--- config.mk ---
export PLATFORM = sky130hd
export DESIGN_NAME = iq_clutter_tally
export DESIGN_NICKNAME = d
export VERILOG_FILES = /design/src/rtl/iqct_pkg.sv /design/src/rtl/iqct_mag.sv /design/src/rtl/iqct_counter.sv /design/src/rtl/iqct_fifo.sv /design/src/rtl/iq_clutter_tally.sv
export SDC_FILE = /design/constraint.sdc
export NUM_CORES = 1
export LEC_CHECK = 0
export BUFFER_PORTS_ARGS = -buffer_cell sky130_fd_sc_hd__buf_2
export CORE_ASPECT_RATIO = 0.8
export CORE_MARGIN = 2
export CORE_UTILIZATION = 30
export CTS_CLUSTER_DIAMETER = 100
export DETAILED_ROUTE_END_ITERATION = 8
export GPL_ROUTABILITY_DRIVEN = 1
export GPL_TIMING_DRIVEN = 0
export PLACE_DENSITY = 0.48
export SETUP_SLACK_MARGIN = 0.5
export SLEW_MARGIN = 20
export SYNTH_ARGS = -nofsm -noshare
export SYNTH_HDL_FRONTEND = slang
export SYNTH_SLANG_ARGS = --single-unit
--- constraint.sdc ---
create_clock -name clk -period 8.78 [get_ports clk]
set_input_delay 2.195 -clock clk [delete_from_list [all_inputs] [get_ports clk]]
set_output_delay 2.195 -clock clk [all_outputs]
set_load 0.01 [all_outputs]
--- src/rtl/iqct_pkg.sv ---
`timescale 1ns/1ps
package iqct_pkg;
  localparam int SAMPLE_W = 16;

  function automatic logic [SAMPLE_W-1:0] abs_val(input logic signed [SAMPLE_W-1:0] v);
    return v[SAMPLE_W-1] ? SAMPLE_W'(-v) : SAMPLE_W'(v);
  endfunction

  function automatic logic [SAMPLE_W-1:0] approx_mag(input logic signed [SAMPLE_W-1:0] a,
                                                     input logic signed [SAMPLE_W-1:0] b);
    logic [SAMPLE_W-1:0] ua, ub, hi, lo;
    ua = abs_val(a);
    ub = abs_val(b);
    hi = (ua >= ub) ? ua : ub;
    lo = (ua >= ub) ? ub : ua;
    return hi + (lo >> 1);
  endfunction
endpackage

--- src/rtl/iqct_mag.sv ---
`timescale 1ns/1ps
module iqct_mag
  import iqct_pkg::*;
(
  input  logic signed [SAMPLE_W-1:0] s_i,
  input  logic signed [SAMPLE_W-1:0] s_q,
  output logic        [SAMPLE_W-1:0] mag
);
  always_comb mag = approx_mag(s_i, s_q);
endmodule

--- src/rtl/iqct_counter.sv ---
`timescale 1ns/1ps
module iqct_counter #(
  parameter int CW = 16
) (
  input  logic          clk,
  input  logic          rst_n,
  input  logic          clr,
  input  logic          hit,
  output logic [CW-1:0] cnt
);
  localparam logic [CW-1:0] CMAX = {CW{1'b1}};

  always_ff @(posedge clk) begin
    if (!rst_n)          cnt <= '0;
    else if (clr)        cnt <= hit ? CW'(1) : '0;
    else if (hit && cnt != CMAX) cnt <= cnt + CW'(1);
  end

  AST_CLR_RESULT: assert property (@(posedge clk) disable iff (!rst_n)
    clr |=> (cnt <= CW'(1)));
  AST_SAT_HOLD: assert property (@(posedge clk) disable iff (!rst_n)
    (cnt == CMAX && !clr) |=> (cnt == CMAX));
  AST_IDLE_HOLD: assert property (@(posedge clk) disable iff (!rst_n)
    (!clr && !hit) |=> $stable(cnt));
endmodule

--- src/rtl/iqct_fifo.sv ---
`timescale 1ns/1ps
module iqct_fifo #(
  parameter int DW    = 32,
  parameter int DEPTH = 16
) (
  input  logic          clk,
  input  logic          rst_n,
  input  logic          push_req,
  output logic          can_push,
  input  logic [DW-1:0] push_data,
  output logic          out_valid,
  input  logic          out_ready,
  output logic [DW-1:0] out_data
);
  localparam int PW = $clog2(DEPTH);

  logic [DW-1:0] mem [DEPTH];
  logic [PW-1:0] wr_ptr, rd_ptr;
  logic [PW:0]   level;
  logic          push, pop;

  assign can_push  = (level != (PW+1)'(DEPTH));
  assign out_valid = (level != '0);
  assign push      = push_req && can_push;
  assign pop       = out_valid && out_ready;
  assign out_data  = mem[rd_ptr];

  always_ff @(posedge clk) begin
    if (push) mem[wr_ptr] <= push_data;
  end

  always_ff @(posedge clk) begin
    if (!rst_n) begin
      wr_ptr <= '0;
      rd_ptr <= '0;
      level  <= '0;
    end else begin
      if (push) wr_ptr <= (wr_ptr == PW'(DEPTH-1)) ? '0 : wr_ptr + PW'(1);
      if (pop)  rd_ptr <= (rd_ptr == PW'(DEPTH-1)) ? '0 : rd_ptr + PW'(1);
      level <= level + (push ? (PW+1)'(1) : '0) - (pop ? (PW+1)'(1) : '0);
    end
  end

  AST_OUT_HOLD: assert property (@(posedge clk) disable iff (!rst_n)
    (out_valid && !out_ready) |=> (out_valid && $stable(out_data)));
  AST_FULL_BLOCK: assert property (@(posedge clk) disable iff (!rst_n)
    (level == (PW+1)'(DEPTH) && !pop) |=> !can_push);
endmodule

--- src/rtl/iq_clutter_tally.sv ---
`timescale 1ns/1ps
module iq_clutter_tally
  import iqct_pkg::*;
#(
  parameter int NTHR  = 4,
  parameter int CW    = 16,
  parameter int DEPTH = 16
) (
  input  logic                       clk,
  input  logic                       rst_n,
  input  logic                       in_valid,
  output logic                       in_ready,
  input  logic [SAMPLE_W-1:0]        in_i,
  input  logic [SAMPLE_W-1:0]        in_q,
  input  logic [NTHR*SAMPLE_W-1:0]   thr_levels,
  input  logic                       cnt_clr,
  input  logic [$clog2(NTHR)-1:0]    rd_addr,
  output logic [CW-1:0]              rd_data,
  output logic                       out_valid,
  input  logic                       out_ready,
  output logic [SAMPLE_W-1:0]        out_i,
  output logic [SAMPLE_W-1:0]        out_q
);
  logic [SAMPLE_W-1:0]   mag;
  logic                  accept;
  logic [NTHR-1:0]       hit;
  logic [CW-1:0]         cnt [NTHR];
  logic [2*SAMPLE_W-1:0] out_pair;

  assign accept = in_valid && in_ready;

  iqct_mag u_mag (
    .s_i (in_i),
    .s_q (in_q),
    .mag (mag)
  );

  for (genvar k = 0; k < NTHR; k++) begin : g_thr
    assign hit[k] = accept && (mag > thr_levels[k*SAMPLE_W +: SAMPLE_W]);
    iqct_counter #(.CW(CW)) u_cnt (
      .clk   (clk),
      .rst_n (rst_n),
      .clr   (cnt_clr),
      .hit   (hit[k]),
      .cnt   (cnt[k])
    );
  end

  assign rd_data = cnt[rd_addr];

  iqct_fifo #(.DW(2*SAMPLE_W), .DEPTH(DEPTH)) u_fifo (
    .clk       (clk),
    .rst_n     (rst_n),
    .push_req  (in_valid),
    .can_push  (in_ready),
    .push_data ({in_i, in_q}),
    .out_valid (out_valid),
    .out_ready (out_ready),
    .out_data  (out_pair)
  );

  assign out_i = out_pair[2*SAMPLE_W-1:SAMPLE_W];
  assign out_q = out_pair[SAMPLE_W-1:0];

  AST_STALL_NO_HIT: assert property (@(posedge clk) disable iff (!rst_n)
    !in_ready |-> (hit == '0));
endmodule

Word-level counts from Yosys, hierarchy flattened
Memories as Yosys holds them, arrays and structs flattened. A register that Yosys moved wholly into a read port is not among the register bits.
Index checks and enable logic that the tools add are counted.
{"block": "totals", "register_bits": 77, "mem_bits_rw": 512, "input_bits": 103, "out_inout_bits": 50, "memories": 1}
{"block": "op_classes", "addsub": 11, "magnitude_cmp": 6, "n_eq_ne": 7, "muxes": 27, "bitwise_logic": 1, "reduce_logical": 15}
{"memory": "u_fifo.mem", "depth": 16, "word_bits": 32, "read_ports": 1, "rd_clocked_by_memory_dff": 1, "wr": 1, "line": "iqct_fifo.sv:17", "source": "logic [DW-1:0] mem [DEPTH];"}
{"cell": "$mux W16", "n": 14}
{"cell": "$add A16 B1 Y16 const B", "n": 4}
{"cell": "$gt A16 B16 Y1", "n": 4}
{"cell": "$ne A16 B16 Y1 const B", "n": 4}
{"cell": "$bmux W16 S2", "n": 1}
{"cell": "$neg A16 Y16", "n": 2}
{"cell": "$add A16 B15 Y16", "n": 1}
{"cell": "$ge A16 B16 Y1", "n": 1}
{"cell": "$mux W4", "n": 4}
{"cell": "$logic_and A1 B1 Y1", "n": 10}
{"cell": "$add A4 B1 Y4 const B", "n": 2}
{"cell": "$eq A4 B4 Y1 const B", "n": 2}
{"cell": "$mux W1", "n": 8}
{"cell": "$reduce_bool A2 Y1", "n": 4}
{"cell": "$add A5 B5 Y5", "n": 1}
{"cell": "$ne A5 B5 Y1 const B", "n": 1}
{"cell": "$reduce_bool A5 Y1", "n": 1}
{"cell": "$sub A5 B5 Y5", "n": 1}
{"cell": "$ge A3 B3 Y1 const B", "n": 1}
{"cell": "$not A2 Y3", "n": 1}

Depth between registers and ports, before layout
{"block": "depth", "word_depth": 10, "mapped_depth": 35, "ltp_nobuf": 32}

Cells and area by module
Synthesis repeated with hierarchy kept, for this count alone.
{"block": "hier_totals", "cells_unflattened": 1801, "area_unflattened_um2": 27501.4}
{"module": "iqct_fifo", "n_inst": 1, "cells_each": 892, "area_per_inst_um2": 20046.7, "seq_area_each_um2": 15715.1}
{"module": "iqct_counter", "n_inst": 4, "cells_each": 98, "area_per_inst_um2": 835.8, "seq_area_each_um2": 320.3}
{"module": "iqct_mag", "n_inst": 1, "cells_each": 275, "area_per_inst_um2": 2120.8, "seq_area_each_um2": 0.0}
{"module": "iq_clutter_tally", "n_inst": 1, "cells_each": 242, "area_per_inst_um2": 1990.7, "seq_area_each_um2": 0.0}

Worst setup path after synthesis
Ideal clock, no wire load.
{"block": "synth_timing", "path_type": "input to register", "startpoint": "input in_i[5]", "endpoint": "register g_thr[3].u_cnt.cnt[11]", "setup_time_ns": 0.132, "arrival_time_ns": 8.978, "t_required_ns": 8.648, "path_slack_ns": -0.330, "path_stages": 29, "n_path_buf": 3, "path_cell_list": "nor4_1 > nand2_1 > or4_1 > o41ai_1 > xor2_1 > inv_1 > ha_1 > nand4_1 > o41ai_2 > buf_2 > mux2i_1 > ha_1 > or3_1 > or2_2 > o31a_1 > o21ai_0 > a211oi_1 > a211oi_1 > xnor2_1 > ha_1 > nand3_1 > nor4_4 > inv_2 > o221a_4 > or3_4 > buf_6 > buf_2 > o31ai_1 > a21oi_1"}
{"block": "synth_via", "elab_chain_len": 9}
{"item": "from (decl)", "line": "iq_clutter_tally.sv:13", "source": "input logic [SAMPLE_W-1:0] in_i,"}
{"item": "$neg A16 Y16", "line": "iqct_pkg.sv:6", "source": "return v[SAMPLE_W-1] ? SAMPLE_W'(-v) : SAMPLE_W'(v);"}
{"item": "$mux W16 *", "line": "iqct_pkg.sv:6"}
{"item": "$ge A16 B16 Y1", "line": "iqct_pkg.sv:14, iqct_pkg.sv:15"}
{"item": "$mux W16, on equally long branches", "line": "iqct_pkg.sv:14, iqct_pkg.sv:15"}
{"item": "$add A16 B15 Y16 *", "line": "iqct_pkg.sv:16", "source": "return hi + (lo >> 1);"}
{"item": "$gt A16 B16 Y1 *", "line": "iq_clutter_tally.sv:39", "source": "assign hit[k] = accept && (mag > thr_levels[k*SAMPLE_W +: SAMPLE_W]);"}
{"item": "$logic_and A1 B1 Y1 *", "line": "iq_clutter_tally.sv:39"}
{"item": "$logic_and A1 B1 Y1 *", "line": "iqct_counter.sv:16", "source": "else if (hit && cnt != CMAX) cnt <= cnt + CW'(1);"}
{"item": "$reduce_bool A2 Y1 (no source line) *"}
{"item": "to (signal assigned)", "line": "iqct_counter.sv:15", "source": "else if (clr) cnt <= hit ? CW'(1) : '0;"}
{"item": "to (signal assigned)", "line": "iqct_counter.sv:16"}
{"item": "to (decl)", "line": "iqct_counter.sv:9", "source": "output logic [CW-1:0] cnt"}
Mark *: on every way between the ends. The rest lies on a longest branch, timed or not.
A chain may end at the register's enable or synchronous reset.

Worst setup path after layout
{"block": "layout_timing", "startpoint": "input in_i[5]", "endpoint": "register g_thr[3].u_cnt.cnt[12]"}
The elaborated chain is that of the path after synthesis.

==> reports/results.ini <==
[critical_path]
cp-start-kind=input pin
timing.rr.start=u_fifo.level[2]$_SDFF_PN0_
worstPathMaxFanout=6
timing.rr.end=u_fifo.level[4]$_SDFF_PN0_
arrival_ns=9.14
crit_type=in2reg
reg2reg_slack_ns=5.30
slowest_delay_ns=0.48
crit_path_end_kind=flop
rr_worst_depth=13
critical_path_required_ns=9.32
cpMaxStageDelayCell=or4_4

[timing]
timing.hold.ws_ns=0.5077
worstMarginPinSlew_ns=1.011
hold_viol_final=0
fin_skew_ns=0.03087
min_period_ns=8.602
max_clock_freq_ghz=0.1163
finalWorstSetupSlack_ns=0.1781
setup_viol=0
post-route-period-util=0.9797
slew_viol_final=0
rsz0062_at_grt=yes
slew_headroom=0.3261

[floorplanning]
die_x_um=341.5
dieArea_um2=93600
io_pins=153
core-area_um2=90800
num_rows=99
die_h_um=274.0
start_util=0.3012

[clocking]
clock_sinks=593
clock_latency_ns=0.62
cts_max_level=3
clkTransAtPathRegs_ns=0.06
clock_path_buffers=3
cts_made_buffers=67
clockRootBuffer=clkbuf_16
cts_tree=built

[finish]
drive_gt1_frac=0.3305
area_delta_synth_final_pct=24.02
nets=2244

[global_route]
grt_first_pass_wirelength_um=113200
gr-total-overflow=0
grt_antenna_before_repair=3
grt_usage=0.1645
grt_max_degree=33
grt_pass1_vias=17430

[place]
dp_slack_ns=-1.471
place.gp.congestion=0.8376
io_buffers=150
dp_hpwl_um=48510

[logic_synthesis]
synth_seq_cells=593
synth_async_sr_flop_share=0
synth_cells=1732
yosysUniqueCellTypes=68
synth.cell_area_um2=27340
ys_seq_area_frac=0.6216
synth_ff_type=edfxtp_1
synth_warnings=0
synth_edf_count=512
mappedNetlistNets=1949
avgSynthCellArea_um2=15.79

[hold_path]
hold_class=reg2reg
hold_path_depth=2
worstHoldStart=g_thr[1].u_cnt.cnt[13]$_SDFFE_PN0P_
holdPathEnd=g_thr[1].u_cnt.cnt[13]$_SDFFE_PN0P_

[outcome]
status=finished clean

[drt]
first_iter_violations=1265
drtAntennaViolNets=0
via_per_inst=5.086
wire_per_inst_um=23.35
routed_wl_um=76970
drt_pass1_iterations=5
drcViolationCount=0
vias=16770

[power_and_ir_drop]
p_per_area_nw_per_um2=270.2
p_leak_nw=11.62
ir_drop_v=0.0001335

[run]
drv_cap=0

sequential cells by signal, summed over array words and instances, names as in the netlist, named ones only:
signal and count:
u_fifo.level 5, u_fifo.mem 512, u_fifo.rd_ptr 4, u_fifo.wr_ptr 4, g_thr.u_cnt.cnt 64
power breakdown:
part           switching [mW]  internal [mW]
registers              0.0414           3.16
clock network            1.17           1.75
logic                    1.64           1.40
final cells by class:
| cell class | instances | area (um^2) |
|---|---|---|
| flip-flops and latches | 593 | 17000 |
| multi-input cells | 963 | 10710 |
| well taps | 1212 | 1516 |
| diodes | 2 | 5.005 |
| clock buffers | 79 | 1763 |
| repair buffers | 225 | 1595 |
| plain buffers | 69 | 374.1 |
| inverters | 108 | 410.4 |
| clock inverters | 45 | 543.0 |
| fillers | 8421 | 56880 |
critical path, delay by kind of cell:
kind / cells / cell delay (ns)
AO/OA/AOI/OAI: 10 / 2.01
XOR/XNOR: 2 / 0.38
adder cells (fa/ha/maj): 3 / 0.85
buffers and inverters: 7 / 0.81
multiplexers: 1 / 0.12
AND/OR/NAND/NOR: 10 / 2.75
cells in the mapped netlist, types with 3 or more instances:
| cell | count | area (um^2) |
|---|---|---|
| buf_2 | 5 | 25.02 |
| a21oi_1 | 60 | 300.3 |
| ha_1 | 112 | 1401 |
| nor4b_1 | 3 | 26.28 |
| mux2i_1 | 36 | 360.4 |
| xor2_1 | 27 | 236.5 |
| buf_1 | 18 | 67.56 |
| nand3_1 | 33 | 165.2 |
| a31oi_1 | 4 | 25.02 |
| o2111ai_1 | 3 | 26.28 |
| a31o_2 | 4 | 35.03 |
| o21a_1 | 13 | 97.59 |
| and3_1 | 13 | 81.33 |
| inv_1 | 106 | 397.9 |
| o31a_1 | 5 | 43.79 |
| a21boi_0 | 4 | 30.03 |
| nor3b_1 | 3 | 22.52 |
| nand2_1 | 68 | 255.2 |
| a221oi_1 | 3 | 26.28 |
| edfxtp_1 | 512 | 15370 |
| nand2b_1 | 5 | 31.28 |
| a21o_1 | 16 | 120.1 |
| nor4_1 | 13 | 81.33 |
| nor2_1 | 67 | 251.5 |
| or4_1 | 15 | 112.6 |
| xnor2_1 | 36 | 315.3 |
| and4_1 | 10 | 87.58 |
| or3_1 | 21 | 131.4 |
| and2_1 | 20 | 125.1 |
| o31ai_1 | 19 | 142.6 |
| nor2b_1 | 16 | 100.1 |
| nand4_1 | 38 | 237.7 |
| mux4_2 | 176 | 3964 |
| o21ai_0 | 47 | 235.2 |
| dfxtp_1 | 81 | 1622 |
| a211oi_1 | 7 | 52.55 |
| o211ai_1 | 6 | 45.04 |
| clkbuf_1 | 45 | 168.9 |
| nor3_1 | 24 | 120.1 |
| a211o_1 | 3 | 26.28 |
what timing repair did:
| action | CTS | global route |
|---|---|---|
| cloned | 5 | 2 |
| resized for setup | 135 | 85 |
| pin swaps | 91 | 56 |
| buffers inserted | 50 | 16 |
| hold buffers | 0 | 0 |
| endpoints found under the setup margin | 64 | 64 |
cells in the final DEF, fill, tap and decap left out, drive strengths merged, types with 39 or more instances in the layout:
| cell | n |
|---|---|
| a21oi | 60 |
| buf | 245 |
| clkbuf | 128 |
| dfxtp | 81 |
| edfxtp | 512 |
| ha | 112 |
| inv | 112 |
| mux4 | 176 |
| nand2 | 70 |
| nand4 | 39 |
| nor2 | 67 |
| o21ai | 47 |
routing by layer:
metal / wire, um / global-route usage / up-vias
li1: - / - / 7496
met1: 35110 / 0.2270 / 8808
met2: 37440 / 0.2743 / 363
met3: 2853 / 0.02163 / 96
met4: 1557 / 0.04162 / 2
met5: 13 / 0 / -
cell families after synthesis:
group	after synthesis	share of synthesized area
AO/OA/AOI/OAI	210	0.05061
XOR/XNOR	63	0.02018
adder cells (fa/ha/maj)	114	0.05271
buffers and inverters	177	0.02480
flip-flops	593	0.6216
multiplexers	212	0.1581
AND/OR/NAND/NOR	363	0.07202
worst max path at each step:
| stage | startpoint | to | slack [ns] | depth (start not counted) |
|---|---|---|---|---|
| 3_5_place_dp | in_i[0] | g_thr[3].u_cnt.cnt[9]$_SDFFE_PN0P_ | -1.47 | 33 |
| 4_1_cts | in_i[5] | g_thr[3].u_cnt.cnt[11]$_SDFFE_PN0P_ | 0.22 | 30 |
| 2_1_floorplan | in_i[5] | g_thr[3].u_cnt.cnt[0]$_SDFFE_PN0P_ | 0.18 | 28 |
| 3_3_place_gp | in_i[0] | g_thr[2].u_cnt.cnt[3]$_SDFFE_PN0P_ | -1.41 | 32 |
| 5_1_grt | in_i[5] | g_thr[3].u_cnt.cnt[11]$_SDFFE_PN0P_ | -0.1 | 34 |
| 6_report | in_i[5] | g_thr[3].u_cnt.cnt[12]$_SDFFE_PN0P_ | 0.18 | 33 |
stage by stage:
| step | util | power [mW] | area (um^2) | instances | setup TNS (ns) |
|---|---|---|---|---|---|
| 2_1_floorplan | - | 4.916 | 27610 | 1732 | 0 |
| 3_3_place_gp | 0.3291 | 5.622 | 29880 | 3094 | -74.61 |
| 3_5_place_dp | 0.3303 | 5.697 | 29990 | 3097 | -79.13 |
| 4_1_cts | 0.3671 | 9.011 | 33330 | 3276 | 0 |
| 5_1_grt | 0.3735 | 9.635 | 33910 | 3295 | -0.8000 |
| 6_report | 0.3735 | 9.162 | 33910 | 3296 | 0 |
(Power assumes the default switching activity.)
